## src/rtl/sfc_pkg.sv

```systemverilog
package sfc_pkg;
   // Registers from the sample strobe to the valid control word.
   localparam int unsigned LATENCY = 5;

   // Width of a signed sum of `terms` operands of width prod_w, with a guard bit.
   function automatic int unsigned sum_width(input int unsigned prod_w, input int unsigned terms);
      return prod_w + $clog2(terms + 1) + 1;
   endfunction

   function automatic int unsigned max_u(input int unsigned a, input int unsigned b);
      return (a > b) ? a : b;
   endfunction
endpackage

```

## src/rtl/sfc_const_mult.sv

```systemverilog
module sfc_const_mult #(
   parameter int unsigned WIDTH  = 16,
   parameter int unsigned COEF_W = 16,
   parameter int unsigned FRAC   = 8,
   parameter logic [COEF_W-1:0] GAIN = '0,
   localparam int unsigned PW = WIDTH + COEF_W
) (
   input  logic                 clk,
   input  logic                 rst,
   input  logic [WIDTH-1:0]     din,
   output logic signed [PW-1:0] prod
);
   localparam logic signed [COEF_W-1:0] G = GAIN;
   localparam bit IS_POW2 = (G > 0) && ((G & (G - 1)) == 0);

   logic signed [PW-1:0] full;

   generate
      if (IS_POW2) begin : g_shift
         localparam int unsigned SH = $clog2(int'(G));
         always_comb full = PW'($signed(din)) <<< SH;
      end else begin : g_mult
         always_comb full = PW'($signed(din)) * PW'(G);
      end
   endgenerate

   always_ff @(posedge clk) begin
      if (rst) prod <= '0;
      else     prod <= full >>> FRAC;
   end
endmodule

```

## src/rtl/sfc_row.sv

```systemverilog
module sfc_row
   import sfc_pkg::*;
#(
   parameter int unsigned NUM_STATES = 2,
   parameter int unsigned NUM_CH     = 2,
   parameter int unsigned WIDTH      = 16,
   parameter int unsigned COEF_W     = 16,
   parameter int unsigned FRAC       = 8,
   parameter logic [NUM_STATES*COEF_W-1:0] K_ROW = '0,
   parameter logic [NUM_CH*COEF_W-1:0]     N_ROW = '0
) (
   input  logic                        clk,
   input  logic                        rst,
   input  logic [NUM_STATES*WIDTH-1:0] x_q,
   input  logic [NUM_CH*WIDTH-1:0]     r_q,
   input  logic                        load,
   output logic [WIDTH-1:0]            u
);
   localparam int unsigned PW = WIDTH + COEF_W;
   localparam int unsigned SW = sum_width(PW, max_u(NUM_STATES, NUM_CH));
   localparam int unsigned DW = SW + 1;

   logic signed [PW-1:0] k_prod [NUM_STATES];
   logic signed [PW-1:0] n_prod [NUM_CH];
   logic signed [SW-1:0] k_acc, n_acc, k_sum, n_sum;
   logic signed [DW-1:0] diff;

   generate
      for (genvar j = 0; j < NUM_STATES; j++) begin : g_k
         sfc_const_mult #(.WIDTH(WIDTH), .COEF_W(COEF_W), .FRAC(FRAC),
                          .GAIN(K_ROW[j*COEF_W +: COEF_W])) u_km (
            .clk(clk), .rst(rst), .din(x_q[j*WIDTH +: WIDTH]), .prod(k_prod[j]));
      end
      for (genvar m = 0; m < NUM_CH; m++) begin : g_n
         sfc_const_mult #(.WIDTH(WIDTH), .COEF_W(COEF_W), .FRAC(FRAC),
                          .GAIN(N_ROW[m*COEF_W +: COEF_W])) u_nm (
            .clk(clk), .rst(rst), .din(r_q[m*WIDTH +: WIDTH]), .prod(n_prod[m]));
      end
   endgenerate

   always_comb begin
      k_acc = '0;
      for (int j = 0; j < NUM_STATES; j++) k_acc += SW'(k_prod[j]);
      n_acc = '0;
      for (int m = 0; m < NUM_CH; m++) n_acc += SW'(n_prod[m]);
   end

   localparam logic signed [DW-1:0] MAX_C = {{(DW-WIDTH+1){1'b0}}, {(WIDTH-1){1'b1}}};
   localparam logic signed [DW-1:0] MIN_C = {{(DW-WIDTH+1){1'b1}}, {(WIDTH-1){1'b0}}};

   always_ff @(posedge clk) begin
      if (rst) begin
         k_sum <= '0;
         n_sum <= '0;
         diff  <= '0;
         u     <= '0;
      end else begin
         k_sum <= k_acc;
         n_sum <= n_acc;
         diff  <= DW'(n_sum) - DW'(k_sum);
         if (load) begin
            if (diff > MAX_C)      u <= MAX_C[WIDTH-1:0];
            else if (diff < MIN_C) u <= MIN_C[WIDTH-1:0];
            else                   u <= diff[WIDTH-1:0];
         end
      end
   end
endmodule

```

## src/rtl/sfc_ctrl.sv

```systemverilog
module sfc_ctrl
   import sfc_pkg::*;
#(
   parameter int unsigned NUM_STATES = 2,
   parameter int unsigned NUM_CH     = 2,
   parameter int unsigned WIDTH      = 16,
   parameter int unsigned COEF_W     = 16,
   parameter int unsigned FRAC       = 8,
   parameter logic [NUM_CH*NUM_STATES*COEF_W-1:0] K_GAINS = 64'h0080_0200_FFC0_0180,
   parameter logic [NUM_CH*NUM_CH*COEF_W-1:0]     N_GAINS = 64'h0300_FF40_0080_0100
) (
   input  logic                        clk,
   input  logic                        rst,
   input  logic                        in_strobe,
   input  logic [NUM_STATES*WIDTH-1:0] x_vec,
   input  logic [NUM_CH*WIDTH-1:0]     r_vec,
   output logic [NUM_CH*WIDTH-1:0]     u_vec,
   output logic                        out_valid
);
   generate
      if (WIDTH < 8 || WIDTH > 64) begin : g_bad_width
         $error("sfc_ctrl: WIDTH must lie in 8..64");
      end
      if (FRAC >= COEF_W) begin : g_bad_frac
         $error("sfc_ctrl: FRAC must be below COEF_W");
      end
      if (NUM_STATES < 1 || NUM_CH < 1) begin : g_bad_dims
         $error("sfc_ctrl: at least one state and one channel required");
      end
   endgenerate

   logic [NUM_STATES*WIDTH-1:0] x_q;
   logic [NUM_CH*WIDTH-1:0]     r_q;
   logic [LATENCY-1:0]          vld;

   always_ff @(posedge clk) begin
      if (rst) begin
         x_q <= '0;
         r_q <= '0;
         vld <= '0;
      end else begin
         if (in_strobe) begin
            x_q <= x_vec;
            r_q <= r_vec;
         end
         vld <= {vld[LATENCY-2:0], in_strobe};
      end
   end

   generate
      for (genvar i = 0; i < NUM_CH; i++) begin : g_row
         sfc_row #(
            .NUM_STATES(NUM_STATES), .NUM_CH(NUM_CH), .WIDTH(WIDTH),
            .COEF_W(COEF_W), .FRAC(FRAC),
            .K_ROW(K_GAINS[i*NUM_STATES*COEF_W +: NUM_STATES*COEF_W]),
            .N_ROW(N_GAINS[i*NUM_CH*COEF_W +: NUM_CH*COEF_W])
         ) u_row (
            .clk(clk), .rst(rst), .x_q(x_q), .r_q(r_q),
            .load(vld[LATENCY-2]), .u(u_vec[i*WIDTH +: WIDTH]));
      end
   endgenerate

   assign out_valid = vld[LATENCY-1];
endmodule

```

## config.mk

```make
export PLATFORM = sky130hd
export DESIGN_NAME = sfc_ctrl
export DESIGN_NICKNAME = d
export VERILOG_FILES = /design/src/rtl/sfc_pkg.sv /design/src/rtl/sfc_const_mult.sv /design/src/rtl/sfc_row.sv /design/src/rtl/sfc_ctrl.sv
export SDC_FILE = /design/constraint.sdc
export NUM_CORES = 1
export LEC_CHECK = 0
export BUFFER_PORTS_ARGS = -buffer_cell sky130_fd_sc_hd__buf_4
export CORE_MARGIN = 2
export CORE_UTILIZATION = 40
export CTS_CLUSTER_SIZE = 28
export DETAILED_ROUTE_END_ITERATION = 12
export GPL_TIMING_DRIVEN = 0
export SLEW_MARGIN = 10
export SYNTH_ARGS = -nofsm -noshare
export SYNTH_HDL_FRONTEND = slang
export SYNTH_SLANG_ARGS = --single-unit
```

## constraint.sdc

```tcl
create_clock -name clk -period 8 [get_ports clk]
set_clock_uncertainty 0.1 [all_clocks]
set_input_delay 1.6 -clock clk [delete_from_list [all_inputs] [get_ports clk]]
set_output_delay 1.6 -clock clk [all_outputs]
set_load 0.02 [all_outputs]
```

# After elaboration in Yosys (flattened, before gate mapping)
# Cells that the tools add are included.
[totals]
inputBits = 67
ff_bits = 394
out_inout_bits = 33
[classes]
muxes = 4
order_cmp = 4
n_mul = 3
n_addsub = 7
[op_table]
columns = ["cell", "n"]
rows = [
  ["greater-than comparator 36 x 16 -> 1 bit, second input constant", 2],
  ["less-than comparator 36 x 16 -> 1 bit, second input constant", 2],
  ["2-to-1 mux 16 bit", 4],
  ["multiplier 16 x 3 -> 19 bit, second input constant", 3],
  ["negator 16 -> 26 bit", 1],
  ["subtractor 17 x 25 -> 26 bit", 1],
  ["adder 18 x 24 -> 25 bit", 1],
  ["subtractor 20 x 18 -> 21 bit", 1],
  ["adder 17 x 19 -> 20 bit", 1],
  ["adder 17 x 15 -> 18 bit", 1],
  ["adder 16 x 15 -> 17 bit", 1],
]

# Longest topological paths before layout
[depth]
depth_word = 3
mapped_depth = 12

# Modules after synthesis
# A second synthesis with hierarchy kept.
[hier_totals]
hier_cells = 3175
area_unflattened_um2 = 27446.3
[by_module_without_submodules]
columns = ["mod", "cells_each", "seq_area_each_um2", "area_each_um2", "n_inst"]
rows = [
  ["sfc_row (g_row[1].u_row)", 1092, 2322.2, 8649.5, 1],
  ["sfc_row (g_row[0].u_row)", 1077, 2322.2, 8620.8, 1],
  ["sfc_ctrl", 217, 1381.3, 2421.1, 1],
  ["sfc_const_mult (g_row[1].u_row.g_n[0].u_nm)", 190, 340.3, 1727.9, 1],
  ["sfc_const_mult (g_row[1].u_row.g_n[1].u_nm)", 160, 380.4, 1467.7, 1],
  ["sfc_const_mult (g_row[0].u_row.g_k[0].u_km)", 153, 360.3, 1382.6, 1],
  ["sfc_const_mult (g_row[0].u_row.g_n[1].u_nm ...)", 48, 300.3, 560.5, 2],
  ["sfc_const_mult (g_row[0].u_row.g_k[1].u_km)", 91, 480.5, 883.3, 1],
  ["sfc_const_mult (g_row[1].u_row.g_k[0].u_km)", 50, 320.3, 588.1, 1],
  ["sfc_const_mult (g_row[0].u_row.g_n[0].u_nm)", 49, 320.3, 584.3, 1],
]

# Worst setup path after synthesis
# No wires, ideal clock.
[synth_path]
path_kind = "reg2reg"
startpoint = "reg r_q[1]"
endpoint = "reg g_row[1].u_row.g_n[0].u_nm.prod[13]"
slack_ps = 5046
path_stages_with_launch = 13
synth_period_minus_slack_ps = 2954
t_arrival_ps = 2727
setup_time_ps = 128
path_cell_list = "dfxtp_1 -> inv_1 -> ha_1 -> ha_1 -> ha_1 -> fa_1 -> a211oi_1 -> o21ai_0 -> a21oi_1 -> o21ai_0 -> o41ai_1 -> xor2_1 -> nor2_1"
[synth_via]
elab_chain_cells = 1
[synth_lines]
columns = ["item", "line_no", "source"]
rows = [
  ["from (decl)", "sfc_ctrl.sv:33", "logic [NUM_CH*WIDTH-1:0] r_q;"],
  ["from (signal assigned)", "sfc_ctrl.sv:44", "r_q <= r_vec;"],
  ["multiplier 16 x 3 -> 19 bit", "sfc_const_mult.sv:23", "always_comb full = PW'($signed(din)) * PW'(G);"],
  ["to (signal assigned)", "sfc_const_mult.sv:29", "else prod <= full >>> FRAC;"],
  ["to (decl)", "sfc_const_mult.sv:11", "output logic signed [PW-1:0] prod"],
]
# Every way passes these cells.
# A chain may end at the register's enable or synchronous reset.

# Worst setup path after layout
[layout_path]
startpoint = "in rst"
endpoint = "reg g_row[0].u_row.diff[3]"
[layout_lines]
columns = ["item", "line_no", "source"]
rows = [
  ["from (decl)", "sfc_ctrl.sv:13", "input logic rst,"],
  ["to (signal assigned)", "sfc_row.sv:60", "diff <= DW'(n_sum) - DW'(k_sum);"],
  ["to (decl)", "sfc_row.sv:26", "logic signed [DW-1:0] diff;"],
]
# No word-level cell between the ends.

==> results.sh <==
export IMPL_cell_with_the_most_instances_after_synthesis="sky130_fd_sc_hd__dfxtp_1"
export IMPL_global_route_peak_usage_layer="met2"
export IMPL_post_route_cell_area_um2=22300
export IMPL_gr_usage_met2_pct=32.0
export IMPL_dpl_instance_area_um2=20800
export IMPL_yosysWarnings=0
export IMPL_dieArea_um2=50000
export IMPL_multiInputGateArea_um2=11300
export IMPL_nets_in_the_synthesized_netlist=2432
export IMPL_synth_avg_cell_area_um2=9.05
export IMPL_post_synth_num_cell_types=72
export IMPL_total_leakage_power_nw=9.96
export IMPL_initial_utilization_pct=40.5
export IMPL_antennaDiodeCount=0
export IMPL_fillers=4668
export IMPL_synth_area_top_cells="sky130_fd_sc_hd__dfxtp_1 (38%), sky130_fd_sc_hd__ha_1 (15%), sky130_fd_sc_hd__nor2_1 (6.0%), sky130_fd_sc_hd__mux2i_1 (3.5%), sky130_fd_sc_hd__nor2b_1 (3.3%)"
export IMPL_global_route_wire_length_before_repair_um=81800
export IMPL_total_power_w=0.00552
export IMPL_slew_viol_final=0
export IMPL_detail_route_drc_violations=0
export IMPL_maxCapViolCount=0
export IMPL_worstSetupPathType="in -> reg"
export IMPL_drt_initial_drc_count=778
export IMPL_vias_per_cell=5.23
export IMPL_number_of_antenna_violations_at_the_first_check_in_global_routing=5
export IMPL_worst_ep_arrival_time_ns=4.18
export IMPL_count_of_buffer_and_inverter_cells_on_the_critical_path=4
export IMPL_layout_drive_gt1_share_pct=8.54
export IMPL_port_buffers=98
export IMPL_post_synth_top_area_fraction_pct=38.2
export IMPL_ff_latch_area_um2=7370
export IMPL_hold_viol_final=0
export IMPL_clock_tree_buffer_depth=3
export IMPL_syn2layout_area_growth_pct=15.5
export IMPL_critPathMaxStageDelay_ns=0.88
export IMPL_unrepaired_setup_endpoints_after_global_routing="false"
export IMPL_coreArea_um2=47600
export IMPL_cts_h_tree_depth=2
export IMPL_grt_pass1_vias=15000
export IMPL_cts_setup_buffers=0
export IMPL_crit_top_cell="sky130_fd_sc_hd__clkbuf_1"
export IMPL_grt_start_max_net_pins=14
export IMPL_groute_layer_met3_usage_pct=3.17
export IMPL_vias=15300
export IMPL_pwr_density_cell_nw_per_um2=248
export IMPL_fin_nets=2575
export IMPL_worst_endpoint_required_ns=8.29
export IMPL_tritoncts="done"
export IMPL_crit_path_start_kind="input port"
export IMPL_synth_edff_count=0
export IMPL_critical_path_slowest_cell="sky130_fd_sc_hd__clkbuf_1"
export IMPL_post_route_period_util_pct=48.6
export IMPL_postCtsHoldBufs=0
export IMPL_worstSetupEndpointType="flop"
export IMPL_die_height_um=224
export IMPL_crit_fanout=10
export IMPL_grt_overflow_total=0
export IMPL_finalSetupViolCount=0
export IMPL_route_antenna_remaining_nets=0
export IMPL_detail_route_first_pass_iterations=7
export IMPL_netlist_area_um2=19300
export IMPL_floorplan_io_pins=100
export IMPL_cts_sink_cnt=368
export IMPL_number_of_standard_cell_rows_in_the_floorplan=80
export IMPL_irDropWorstVdd_uv=146
export IMPL_outcome="complete, no violations"
export IMPL_final_core_utilization_pct=46.7
export IMPL_grtUsageTotal_pct=20.8
export IMPL_grtUsageMet1_pct=29.0
export IMPL_hold_class="reg -> reg"
export IMPL_ys_seq_elements=368
export IMPL_synth_top_cells_by_count="sky130_fd_sc_hd__dfxtp_1 (368), sky130_fd_sc_hd__nor2_1 (307), sky130_fd_sc_hd__ha_1 (224), sky130_fd_sc_hd__a21oi_1 (123), sky130_fd_sc_hd__nor2b_1 (103)"
export IMPL_root_buffer="sky130_fd_sc_hd__clkbuf_16"
export IMPL_dominantRegCellSynth="sky130_fd_sc_hd__dfxtp_1"
export IMPL_clk_insertion_delay_late_ns=0.58
export IMPL_cts_inserted_buffers=43
export IMPL_totalNegativeSetupSlack_ns=0
export IMPL_max_freq_mhz=257
export IMPL_placer_congestion_estimate=0.909
export IMPL_synth_seq_area_share_pct=38.2
export IMPL_post_cts_resized=0
export IMPL_routed_wire_length_per_instance_um=17.7
export IMPL_asyncSetResetFlopFracSynth_pct=0
export IMPL_wirelength_um=51800
export IMPL_ordered_list_of_cells_on_the_worst_path="buf_4, clkbuf_1, clkbuf_1, buf_1, a211oi_1"
export IMPL_post_synth_inst_count=2131
export IMPL_clk_pin_slew_worst_paths_ns=0.06
export IMPL_dp_hpwl_um=40700
export IMPL_timing_slew_headroom_pct=26.9
export IMPL_timing_hold_ws_ns=0.342
export IMPL_critPathTopFamily="buffers and inverters"
export IMPL_period_minus_slack_ns=3.89
export IMPL_die_width_um=224
export IMPL_worst_slew_pin_transition_ns=1.10
export IMPL_synth_top_area_cell="sky130_fd_sc_hd__dfxtp_1"
path summary, 6_finish.rpt:
check,from,end,slack [ns],cells past startpoint
worst max-delay path,rst,g_row[0].u_row.diff[3],4.11,5
worst min-delay path,g_row[0].u_row.diff[7],g_row[0].u_row.u[7],0.34,2
worst max register to register,r_q[1],g_row[1].u_row.g_n[0].u_nm.prod[13],4.47,12
worst min register to register,g_row[0].u_row.diff[7],g_row[0].u_row.u[7],0.34,2
cells by family (layout without fill, tap and decap cells):
kind of cell             count (synthesis)  after routing  share of synthesized area [%]
adder cells (fa/ha/maj)                234            234                           15.6
flip-flops                             368            368                           38.2
buffers and inverters                  168            345                           3.29
XOR/XNOR                               119            119                           5.41
AND/OR/NAND/NOR                        684            684                           17.0
multiplexers                            78             78                           4.11
AO/OA/AOI/OAI                          480            480                           16.4
flip-flops by register name, summed over array words and instances, names as in the netlist:
name and count:
g_row.u_row.g_k.u_km.prod 73, g_row.u_row.g_n.u_nm.prod 67, g_row.u_row.diff 47, g_row.u_row.k_sum 43
g_row.u_row.n_sum 37, g_row.u_row.u 32, r_q 32, x_q 32
vld 5
cell usage in the layout, fill, tap and decap left out, types with 9 or more instances in the layout:
master and instances:
sky130_fd_sc_hd__dfxtp_1 368, sky130_fd_sc_hd__nand2_1 91, sky130_fd_sc_hd__xnor2_1 62, sky130_fd_sc_hd__ha_1 224, sky130_fd_sc_hd__mux2_2 10, sky130_fd_sc_hd__a211oi_1 46, sky130_fd_sc_hd__clkbuf_16 43, sky130_fd_sc_hd__nor2_1 307
sky130_fd_sc_hd__mux2i_1 68, sky130_fd_sc_hd__nor3b_1 11, sky130_fd_sc_hd__nand4_1 15, sky130_fd_sc_hd__o211ai_1 20, sky130_fd_sc_hd__nor3_1 55, sky130_fd_sc_hd__and3_1 9, sky130_fd_sc_hd__buf_4 99, sky130_fd_sc_hd__inv_1 94
sky130_fd_sc_hd__o31ai_1 12, sky130_fd_sc_hd__fa_1 10, sky130_fd_sc_hd__o21bai_1 14, sky130_fd_sc_hd__nand3_1 23, sky130_fd_sc_hd__clkbuf_1 72, sky130_fd_sc_hd__nor2b_1 103, sky130_fd_sc_hd__xor2_1 57, sky130_fd_sc_hd__a21o_1 66
sky130_fd_sc_hd__nand2b_1 31, sky130_fd_sc_hd__a31oi_1 15, sky130_fd_sc_hd__a21oi_1 123, sky130_fd_sc_hd__o21a_1 29, sky130_fd_sc_hd__o21ai_0 82
tightest hold or removal path: stages, from the launching register on:
cell and delay [ns]:
sky130_fd_sc_hd__dfxtp_1 0.30, sky130_fd_sc_hd__nand2_1 0.05, sky130_fd_sc_hd__a211oi_1 0.05
power breakdown:
part | switching (W) | total (W) | internal [W]
clock | 0.000810 | 0.00201 | 0.00120
combinational | 0.000805 | 0.00137 | 0.000564
sequential | 0.000100 | 0.00214 | 0.00204
total | 0.00172 | 0.00552 | 0.00381
metal layers:
metal / up-vias / wire, um
li1: 7801 / -
met1: 7051 / 25300
met2: 329 / 22000
met3: 109 / 2470
met4: 2 / 2070
met5: - / 13
metrics by stage:
step,cells,setup slack [ns]
6_report,2923,4.11
3_3_place_gp,2844,3.24
2_1_floorplan,2131,5.05
4_1_cts,2923,3.92
5_1_grt,2923,3.98
3_5_place_dp,2844,3.31
layout make-up:
cell class                      count  area share [%]
Tap cell                          615            3.46
Clock inverter                     21            1.18
Inverter                           94            1.58
Clock buffer                       58            5.45
Timing Repair Buffer               98            3.30
Sequential cell                   368            33.1
Multi-Input combinational cell   1595            50.7
Buffer                             74            1.26
(Power assumes the default switching activity.)
